`src/rtl/gpio_bank_pkg.sv`:
```
package gpio_bank_pkg;
    localparam int LINES  = 32;
    localparam int ADDR_W = 6;

    localparam logic [ADDR_W-1:0] OFF_OUT   = 6'h00;
    localparam logic [ADDR_W-1:0] OFF_DIR   = 6'h04;
    localparam logic [ADDR_W-1:0] OFF_BLINK = 6'h08;
    localparam logic [ADDR_W-1:0] OFF_POL   = 6'h0C;
    localparam logic [ADDR_W-1:0] OFF_IN    = 6'h10;
    localparam logic [ADDR_W-1:0] OFF_CAUSE = 6'h14;
    localparam logic [ADDR_W-1:0] OFF_EMSK  = 6'h18;
    localparam logic [ADDR_W-1:0] OFF_LMSK  = 6'h1C;
    localparam logic [ADDR_W-1:0] OFF_BSEL  = 6'h20;

    typedef struct packed {
        logic [LINES-1:0] out_val;
        logic [LINES-1:0] dir_in;
        logic [LINES-1:0] blink_on;
        logic [LINES-1:0] invert;
        logic [LINES-1:0] edge_msk;
        logic [LINES-1:0] lvl_msk;
        logic [LINES-1:0] blink_sel;
    } bank_cfg_t;

    localparam bank_cfg_t CFG_RESET = '{
        out_val:   '0,
        dir_in:    '1,
        blink_on:  '0,
        invert:    '0,
        edge_msk:  '0,
        lvl_msk:   '0,
        blink_sel: '0
    };
endpackage

```
`src/rtl/gpio_sync.sv`:
```
module gpio_sync #(
    parameter int W = 32
) (
    input  logic         clk,
    input  logic         rst_n,
    input  logic [W-1:0] d,
    output logic [W-1:0] q
);
    logic [W-1:0] meta_d, meta_q, stab_d, stab_q;
    logic [1:0]   warm_d, warm_q;

    always_comb begin
        meta_d = d;
        stab_d = meta_q;
        warm_d = (warm_q == 2'd2) ? warm_q : warm_q + 2'd1;
    end

    always_ff @(posedge clk) begin
        if (!rst_n) begin
            meta_q <= '0;
            stab_q <= '0;
            warm_q <= '0;
        end else begin
            meta_q <= meta_d;
            stab_q <= stab_d;
            warm_q <= warm_d;
        end
    end

    assign q = stab_q;

    // output equals the input two clocks earlier once both stages are filled
    assert_sync_latency_R3: assert property (@(posedge clk) disable iff (!rst_n)
        (warm_q == 2'd2) |-> (q == $past(d, 2)));
endmodule

```
`src/rtl/gpio_edge_cause.sv`:
```
module gpio_edge_cause #(
    parameter int W = 32
) (
    input  logic         clk,
    input  logic         rst_n,
    input  logic [W-1:0] level,
    input  logic         clr_en,
    input  logic [W-1:0] clr_keep,
    output logic [W-1:0] cause
);
    logic [W-1:0] prev_d, prev_q;
    logic [W-1:0] cause_d, cause_q;
    logic [W-1:0] hit;

    always_comb begin
        hit     = level & ~prev_q;
        prev_d  = level;
        cause_d = clr_en ? (cause_q & clr_keep) : cause_q;
        cause_d = cause_d | hit;
    end

    always_ff @(posedge clk) begin
        if (!rst_n) begin
            prev_q  <= '0;
            cause_q <= '0;
        end else begin
            prev_q  <= prev_d;
            cause_q <= cause_d;
        end
    end

    assign cause = cause_q;

    // without a clear write, no set bit can drop
    assert_cause_sticky_R5: assert property (@(posedge clk) disable iff (!rst_n)
        !clr_en |=> ((cause_q & $past(cause_q)) == $past(cause_q)));

    // an edge seen during a clear still leaves its bit set
    assert_edge_beats_clear_R6: assert property (@(posedge clk) disable iff (!rst_n)
        (clr_en && (hit != '0)) |=> ((cause_q & $past(hit)) == $past(hit)));
endmodule

```
`src/rtl/gpio_irq_group.sv`:
```
module gpio_irq_group #(
    parameter int W = 32,
    parameter int G = 8,
    localparam int NG = W / G
) (
    input  logic [W-1:0]  pending,
    output logic [NG-1:0] irq
);
    for (genvar g = 0; g < NG; g++) begin : g_grp
        assign irq[g] = |pending[g*G +: G];
    end
endmodule

```
`src/rtl/gpio_irq_bank.sv`:
```
module gpio_irq_bank
    import gpio_bank_pkg::*;
#(
    parameter int GROUP_W = 8,
    localparam int NGRP = LINES / GROUP_W
) (
    input  logic              clk,
    input  logic              rst_n,
    input  logic              reg_wr,
    input  logic [ADDR_W-1:0] reg_addr,
    input  logic [LINES-1:0]  reg_wdata,
    output logic [LINES-1:0]  reg_rdata,
    input  logic [LINES-1:0]  pin_in,
    input  logic              blink_a,
    input  logic              blink_b,
    output logic [LINES-1:0]  pin_out,
    output logic [LINES-1:0]  pin_oe,
    output logic [NGRP-1:0]   irq_grp
);
    bank_cfg_t        cfg_d, cfg_q;
    logic [LINES-1:0] sync_val;
    logic [LINES-1:0] adj_in;
    logic [LINES-1:0] cause;
    logic [LINES-1:0] pending;
    logic             cause_clr;

    always_comb begin
        cfg_d = cfg_q;
        if (reg_wr) begin
            unique case (reg_addr)
                OFF_OUT:   cfg_d.out_val   = reg_wdata;
                OFF_DIR:   cfg_d.dir_in    = reg_wdata;
                OFF_BLINK: cfg_d.blink_on  = reg_wdata;
                OFF_POL:   cfg_d.invert    = reg_wdata;
                OFF_EMSK:  cfg_d.edge_msk  = reg_wdata;
                OFF_LMSK:  cfg_d.lvl_msk   = reg_wdata;
                OFF_BSEL:  cfg_d.blink_sel = reg_wdata;
                default:   cfg_d = cfg_q;
            endcase
        end
    end

    always_ff @(posedge clk) begin
        if (!rst_n) cfg_q <= CFG_RESET;
        else        cfg_q <= cfg_d;
    end

    gpio_sync #(.W(LINES)) u_sync (
        .clk   (clk),
        .rst_n (rst_n),
        .d     (pin_in),
        .q     (sync_val)
    );

    assign adj_in    = sync_val ^ cfg_q.invert;
    assign cause_clr = reg_wr && (reg_addr == OFF_CAUSE);

    gpio_edge_cause #(.W(LINES)) u_cause (
        .clk      (clk),
        .rst_n    (rst_n),
        .level    (adj_in),
        .clr_en   (cause_clr),
        .clr_keep (reg_wdata),
        .cause    (cause)
    );

    assign pending = (adj_in & cfg_q.lvl_msk) | (cause & cfg_q.edge_msk);

    gpio_irq_group #(.W(LINES), .G(GROUP_W)) u_group (
        .pending (pending),
        .irq     (irq_grp)
    );

    for (genvar i = 0; i < LINES; i++) begin : g_pad
        logic wave;
        assign wave       = cfg_q.blink_sel[i] ? blink_b : blink_a;
        assign pin_out[i] = cfg_q.blink_on[i] ? wave : cfg_q.out_val[i];
        assign pin_oe[i]  = ~cfg_q.dir_in[i];
    end

    always_comb begin
        unique case (reg_addr)
            OFF_OUT:   reg_rdata = cfg_q.out_val;
            OFF_DIR:   reg_rdata = cfg_q.dir_in;
            OFF_BLINK: reg_rdata = cfg_q.blink_on;
            OFF_POL:   reg_rdata = cfg_q.invert;
            OFF_IN:    reg_rdata = adj_in;
            OFF_CAUSE: reg_rdata = cause;
            OFF_EMSK:  reg_rdata = cfg_q.edge_msk;
            OFF_LMSK:  reg_rdata = cfg_q.lvl_msk;
            OFF_BSEL:  reg_rdata = cfg_q.blink_sel;
            default:   reg_rdata = '0;
        endcase
    end

    // with both masks cleared no group may signal
    assert_irq_quiet_R8: assert property (@(posedge clk) disable iff (!rst_n)
        (cfg_q.lvl_msk == '0 && cfg_q.edge_msk == '0) |-> (irq_grp == '0));

    // the cycle after reset all lines are inputs
    assert_reset_inputs_R1: assert property (@(posedge clk)
        !rst_n |=> (pin_oe == '0));
endmodule

```
`config.mk`:
```
export PLATFORM = sky130hd
export DESIGN_NAME = gpio_irq_bank
export DESIGN_NICKNAME = d
export VERILOG_FILES = /design/src/rtl/gpio_bank_pkg.sv /design/src/rtl/gpio_sync.sv /design/src/rtl/gpio_edge_cause.sv /design/src/rtl/gpio_irq_group.sv /design/src/rtl/gpio_irq_bank.sv
export SDC_FILE = /design/constraint.sdc
export NUM_CORES = 1
export LEC_CHECK = 0
export BUFFER_PORTS_ARGS = -buffer_cell sky130_fd_sc_hd__buf_2
export CAP_MARGIN = 10
export CORE_ASPECT_RATIO = 0.7
export CORE_UTILIZATION = 35
export DETAILED_ROUTE_END_ITERATION = 16
export HOLD_SLACK_MARGIN = 0.08
export PLACE_DENSITY = 0.62
export RECOVER_POWER = 100
export SLEW_MARGIN = 30
export SYNTH_ARGS = -nofsm -noshare
export SYNTH_HDL_FRONTEND = slang
export SYNTH_HIERARCHICAL = 1
export SYNTH_SLANG_ARGS = --single-unit
```
`constraint.sdc`:
```
create_clock -name clk -period 1.8 [get_ports clk]
set_clock_uncertainty 0.1 [all_clocks]
set_input_delay 0 -clock clk [delete_from_list [all_inputs] [get_ports clk]]
set_output_delay 0 -clock clk [all_outputs]
set_load 0.01 [all_outputs]
```
; ---- Word-level counts from Yosys, hierarchy flattened
; Index checks and enable logic that the tools add are counted.
[classes]
muxes = 66
n_eq_ne = 8
reduce_logical = 13
bitwise = 40
[op_table]
columns = operator, count
row1 = one-hot mux 32 bit (9 select lines), 1
row2 = AND 32 bit, 4
row3 = 2-to-1 mux 1 bit, 64
row4 = OR 32 bit, 2
row5 = 2-to-1 mux 32 bit, 1
row6 = NOT 1 bit, 32
row7 = NOT 32 bit, 1
row8 = OR reduction 8 bit, 4
row9 = XOR 32 bit, 1
row10 = == test 6 x 5 -> 1 bit (second input constant), 4
row11 = AND reduction 2 bit, 7
row12 = == test 6 x 4 -> 1 bit (second input constant), 2
row13 = == test 6 x 3 -> 1 bit (second input constant), 1
row14 = == test 6 bit (second input constant), 1
row15 = zero test 6 bit, 1
row16 = logical AND 1 bit, 1
[totals]
ff_bits = 352
inputBits = 75
out_inout_bits = 100
word_cells = 138

; ---- Depth between registers and ports, before layout
[logic_depth]
depth_word = 4
ltp_mapped = 8
mapped_depth_nobuf = 5

; ---- Hierarchy
; Netlist, hierarchy kept.
[modules_own_cells]
columns = module, instances, cells_per_inst, area_each_um2, seq_area_each_um2
row1 = gpio_irq_bank, 1, 1470, 11676.2, 4484.3
row2 = gpio_edge_cause, 1, 238, 2449.8, 1281.2
row3 = gpio_sync, 1, 134, 1791.7, 1281.2
row4 = gpio_irq_group, 1, 12, 65.1, 0.0

; ---- Worst setup path before layout
; OpenSTA, ideal clock, no wires.
[synth_path]
path_type = input-to-reg
startpoint = in reg_addr[1]
endpoint = reg u_cause.cause_q[10] (netlist: u_cause/cause[10])
required_ps = 1584
path_slack_ps = 178
n_path_buf = 3
arrival_ps = 1406
path_stages = 8
path_cell_list = nor4b_2 -> buf_2 -> and2b_1 -> buf_4 -> and3_1 -> buf_2 -> nor2b_1 -> o21ai_2
[synth_via]
elab_chain_cells = 4
[synth_lines]
columns = element, line_no
row1 = "start, declared", gpio_irq_bank.sv:10  ; input logic [ADDR_W-1:0] reg_addr,
row2 = == test 6 x 5 -> 1 bit, gpio_irq_bank.sv:56  ; assign cause_clr = reg_wr && (reg_addr == OFF_CAUSE);
row3 = logical AND 1 bit, gpio_irq_bank.sv:56
row4 = via cause_clr, gpio_irq_bank.sv:25  ; logic cause_clr;
row5 = 2-to-1 mux 32 bit, gpio_edge_cause.sv:18  ; cause_d = clr_en ? (cause_q & clr_keep) : cause_q;
row6 = OR 32 bit, gpio_edge_cause.sv:19  ; cause_d = cause_d | hit;
row7 = "end signal, assigned", gpio_edge_cause.sv:28  ; cause_q <= cause_d;
row8 = "end, declared", gpio_edge_cause.sv:12  ; logic [W-1:0] cause_d, cause_q;
; The timed path passes the listed nets, and every way through them passes these cells.
; A chain may end at the register's enable or synchronous reset.

; ---- Final worst setup path
[layout_path]
startpoint = in reg_addr[2]
endpoint = out reg_rdata[23]
[layout_via]
elab_chain_cells = 2
word_cells_on_any_way = 10
cone_classes = eq/ne (8) / mux (1) / reduce/logical (1)
[layout_lines]
columns = element, line_no
row1 = "== test 6 bit, or another cell as far along", gpio_irq_bank.sv:82  ; unique case (reg_addr)
row2 = one-hot mux 32 bit (9 select lines) *, gpio_irq_bank.sv:82
row3 = "end, declared", gpio_irq_bank.sv:12  ; output logic [LINES-1:0] reg_rdata,
; Mark *: on every way between the ends. The rest lies on a longest branch, timed or not.

==> impl_table.tex <==
\begin{tabular}{lr}
\hline
Metric & Value \\
\hline
\multicolumn{2}{l}{\textbf{Status}} \\
Run status & finished, violations left \\
Violated checks & setup timing \\
\multicolumn{2}{l}{\textbf{Floorplanning}} \\
Core area & 0.04506 mm\^{}2 \\
Die H & 180.8 um \\
Initial core utilization & 0.3547 \\
Horiz. Die Dim & 257.4 um \\
Area of the die & 0.04654 mm\^{}2 \\
Number of top-level design ports & 175 \\
Count of standard-cell rows & 65 \\
\multicolumn{2}{l}{\textbf{Drt}} \\
Wire length per cell after detailed routing & 20.73 um \\
Vias/cell & 5.383 \\
Number of design rule violations left after detail routing & 0 \\
Total Wirelength & 57230 um \\
Length of routed met3 wiring & 4549 um \\
Highest routed metal layer & met4 \\
Detail Route met2 WL & 25700 um \\
First-iteration detailed-routing DRC count & 1582 \\
Total number of vias & 14862 \\
Metal1 wirelength & 25080 um \\
Detail Route Antenna Nets & 0 \\
Number of detailed-route iterations in the first pass & 8 \\
\multicolumn{2}{l}{\textbf{Run}} \\
\# Max-Cap Violations & 0 \\
\multicolumn{2}{l}{\textbf{Setup path}} \\
Worst setup EP type & output pin \\
Kind of cell adding the most delay to the critical path & simple AND/OR/NAND/NOR gates \\
Worst-path cell with the longest stage delay & nor4b\_1 \\
Highest fanout seen on the critical path & 12 \\
Setup Crit Path Kind & input port to output pin \\
R2r endpoint & cfg\_q[120] \\
Register-to-register setup slack & 0.42 ns \\
R2r startpoint & cfg\_q[120] \\
Longest individual stage delay on the worst path & 0.68 ns \\
Worst path bufs/invs & 3 \\
Critical Path AT & 1.96 ns \\
Depth of the worst register-to-register path & 4 \\
Critical path startpoint category & input port \\
Cell breakdown of the critical path & clkbuf\_2 -> nor4b\_1 -> buf\_4 -> nor3b\_1 -> a2111oi\_4 -> nand3\_1 -> buf\_2 \\
Setup crit start & reg\_addr[2] \\
CP Data Required Time & 1.70 ns \\
\multicolumn{2}{l}{\textbf{Yosys}} \\
Synth Warn \# & 6 \\
Number of synthesized register bits & 352 \\
Synthesized area & 0.01598 mm\^{}2 \\
Number of enable-type register cells in the synthesized netlist & 0 \\
Portion of the post-synthesis area used by sequential elements & 0.4409 \\
Post-synthesis average cell area & 8.621 um\^{}2 \\
Synth Net Count & 1929 \\
Post-synthesis async set-or-reset flop share & 0 \\
Number of different library cells in the post-synthesis netlist & 43 \\
Primary FF master, synth & dfxtp\_1 \\
Cell count after synthesis & 1854 \\
\multicolumn{2}{l}{\textbf{Place}} \\
IO buf count & 174 \\
GPL Wtd Cong & 0.8788 \\
Estimated wirelength of the detail-placed design & 36960 um \\
Placed standard-cell area & 0.01805 mm\^{}2 \\
\multicolumn{2}{l}{\textbf{Pwr}} \\
Pwr per Cell Area & 805.7 mW/mm\^{}2 \\
Leakage power & 8.228 nW \\
Peak VDD IR & 0.5577 mV \\
\multicolumn{2}{l}{\textbf{Clock tree}} \\
TritonCTS clock tree & built \\
Maximum buffer depth of the clock tree & 3 \\
Sink count of the clock tree & 352 \\
\# H-tree levels & 2 \\
Clock latency on the worst-skew pair & 0.53 ns \\
TritonCTS buffer count & 38 \\
Clock tree root driver cell & clkbuf\_16 \\
Clock slew seen by the registers of the worst setup and hold paths & 0.06 ns \\
\multicolumn{2}{l}{\textbf{STA}} \\
Total of endpoints with negative setup slack in the final report & 58 \\
Number of hold violations in the final report & 0 \\
Unrepaired setup endpoints after global routing & true \\
Relative slew slack & 0.4185 \\
Worst Tran Pin Value & 0.8723 ns \\
Achievable clock frequency & 485.3 MHz \\
Min cycle time layout & 2.060 ns \\
Slew Limit Fails & 0 \\
Fraction of the cycle the final worst path needs & 1.145 \\
Final critical-path setup slack & -0.2604 ns \\
\multicolumn{2}{l}{\textbf{Worst hold path}} \\
Hold depth & 3 \\
Worst Hold End & u\_sync/meta\_q[6] \\
Hold Crit Start & pin\_in[6] \\
Path type of the worst min-delay path & input port to flop \\
\multicolumn{2}{l}{\textbf{Global route}} \\
Wire length of the first global-routing pass & 85860 um \\
Via count of the first global-routing pass & 14291 \\
GRT Total Usage & 0.2383 \\
Total congestion overflow after global routing & 0 \\
Antenna violations before repair & 0 \\
Maximum number of pins on one net before global-route repair & 77 \\
\multicolumn{2}{l}{\textbf{Final layout}} \\
Utilization of the core after routing & 0.4703 \\
Commonest non-fill, non-tap cells in the layout & nand2\_1, dfxtp\_1, a21boi\_0, buf\_2, buf\_4 \\
Final design instance area without fill & 0.02119 mm\^{}2 \\
Area growth from synthesis to final layout & 32.57\% \\
Fill cells & 4275 \\
Number of nets in the layout & 2207 \\
Inserted Diodes & 0 \\
Most common cell after layout, fill and taps aside & nand2\_1 \\
Proportion of layout cells with a drive suffix above 1 & 0.2674 \\
\hline
\end{tabular}
==> area by class of cell <==
cell class,count,area (um^2),area share
clock buffers,57,1114,0.05255
clock inverters,9,102.6,0.004842
inverters,33,123.9,0.005846
multi-input cells,1329,9102,0.4296
flip-flops and latches,352,7137,0.3368
well taps,603,754.5,0.03561
repair buffers,378,2855,0.1348
==> report_power, final <==
group | total (mW) | leakage (nW) | switching, mW | internal, mW
clock network | 7.81 | 0.600 | 3.24 | 4.56
logic | 1.23 | 4.74 | 0.684 | 0.551
registers | 8.03 | 2.88 | 0.0944 | 7.94
==> repair_timing <==
action                                  in CTS  in global routing
endpoints found under the setup margin      32                 36
endpoints found under the hold margin      326                  0
hold buffers                                82                  0
pin swaps                                   67                 57
buffers inserted                            19                  9
resized for setup                          153                108
==> synth_stat cells (7+ instances only) <==
master | count | area share
a2111oi_0 | 22 | 0.012
a21boi_0 | 7 | 0.0033
a21boi_1 | 186 | 0.087
a21oi_1 | 32 | 0.010
a22o_1 | 40 | 0.022
a22oi_1 | 71 | 0.033
and2_1 | 29 | 0.011
and2_2 | 64 | 0.030
and2_4 | 11 | 0.0060
and3_1 | 57 | 0.022
buf_2 | 44 | 0.014
buf_4 | 16 | 0.0075
buf_6 | 11 | 0.0078
clkbuf_1 | 60 | 0.014
clkbuf_2 | 7 | 0.0022
dfxtp_1 | 352 | 0.44
inv_1 | 33 | 0.0078
mux2i_1 | 51 | 0.032
nand2_1 | 475 | 0.11
nand3_1 | 29 | 0.0091
nand3b_1 | 33 | 0.016
nand4_1 | 9 | 0.0035
nor2_1 | 33 | 0.0078
nor2b_1 | 33 | 0.013
nor3b_1 | 19 | 0.0089
nor4_1 | 8 | 0.0031
o211ai_1 | 32 | 0.015
o21ai_0 | 15 | 0.0047
o21ai_2 | 30 | 0.016
xor2_1 | 32 | 0.018
==> per-layer routing <==
| layer | vias to the layer above | GRT usage |
|---|---|---|
| met2 | 676 | 0.3672 |
| li1 | 6876 | - |
| met1 | 7186 | 0.3296 |
| met5 | - | 0 |
| met3 | 124 | 0.04082 |
| met4 | 0 | 0.09562 |
==> logic make-up after synthesis <==
| group | Yosys count | share of synthesized area |
|---|---|---|
| simple gates | 808 | 0.2491 |
| compound gates | 438 | 0.2063 |
| flops | 352 | 0.4409 |
| buf+inv | 173 | 0.05425 |
| mux | 51 | 0.03194 |
| xor+xnor | 32 | 0.01754 |
==> worst max path at each step <==
stage / end / slack (ns) / depth (start not counted)
floorplan: u_cause/cause[10] / 0.18 / 8
global placement: reg_rdata[18] / -0.09 / 7
detailed placement: reg_rdata[18] / -0.07 / 7
CTS: reg_rdata[20] / -0.27 / 5
global route: irq_grp[3] / -0.27 / 5
finish: reg_rdata[23] / -0.26 / 7
==> worst register-to-register path, delay by kind of cell (launching register included) <==
kind	cells	cell delay [ns]
AO/OA/AOI/OAI	1	0.13
flip-flops	1	0.35
buffers and inverters	2	0.67
AND/OR/NAND/NOR	1	0.06
==> registers in the layout (all words and copies together) (netlist names) <==
name / count
u_sync/q: 32
cfg_q: 224
u_sync/meta_q: 32
u_cause/cause: 32
u_cause/prev_q: 32
==> through the flow <==
stage | hold WS (ns) | total power, mW | std cells | setup WS (ns) | setup TNS [ns]
final | 0.1168 | 17.07 | 2761 | -0.2604 | -6.661
after floorplan | 0.03483 | 8.731 | 1854 | 0.1780 | 0
after detailed placement | 0.1230 | 9.245 | 2586 | -0.07166 | -0.3518
after CTS | 0.1054 | 17.16 | 2752 | -0.2720 | -1.828
after global placement | 0.1199 | 9.227 | 2586 | -0.09058 | -0.3913
after global routing | 0.1214 | 17.63 | 2761 | -0.2665 | -11.02
Power figures use the tool's default switching activity.
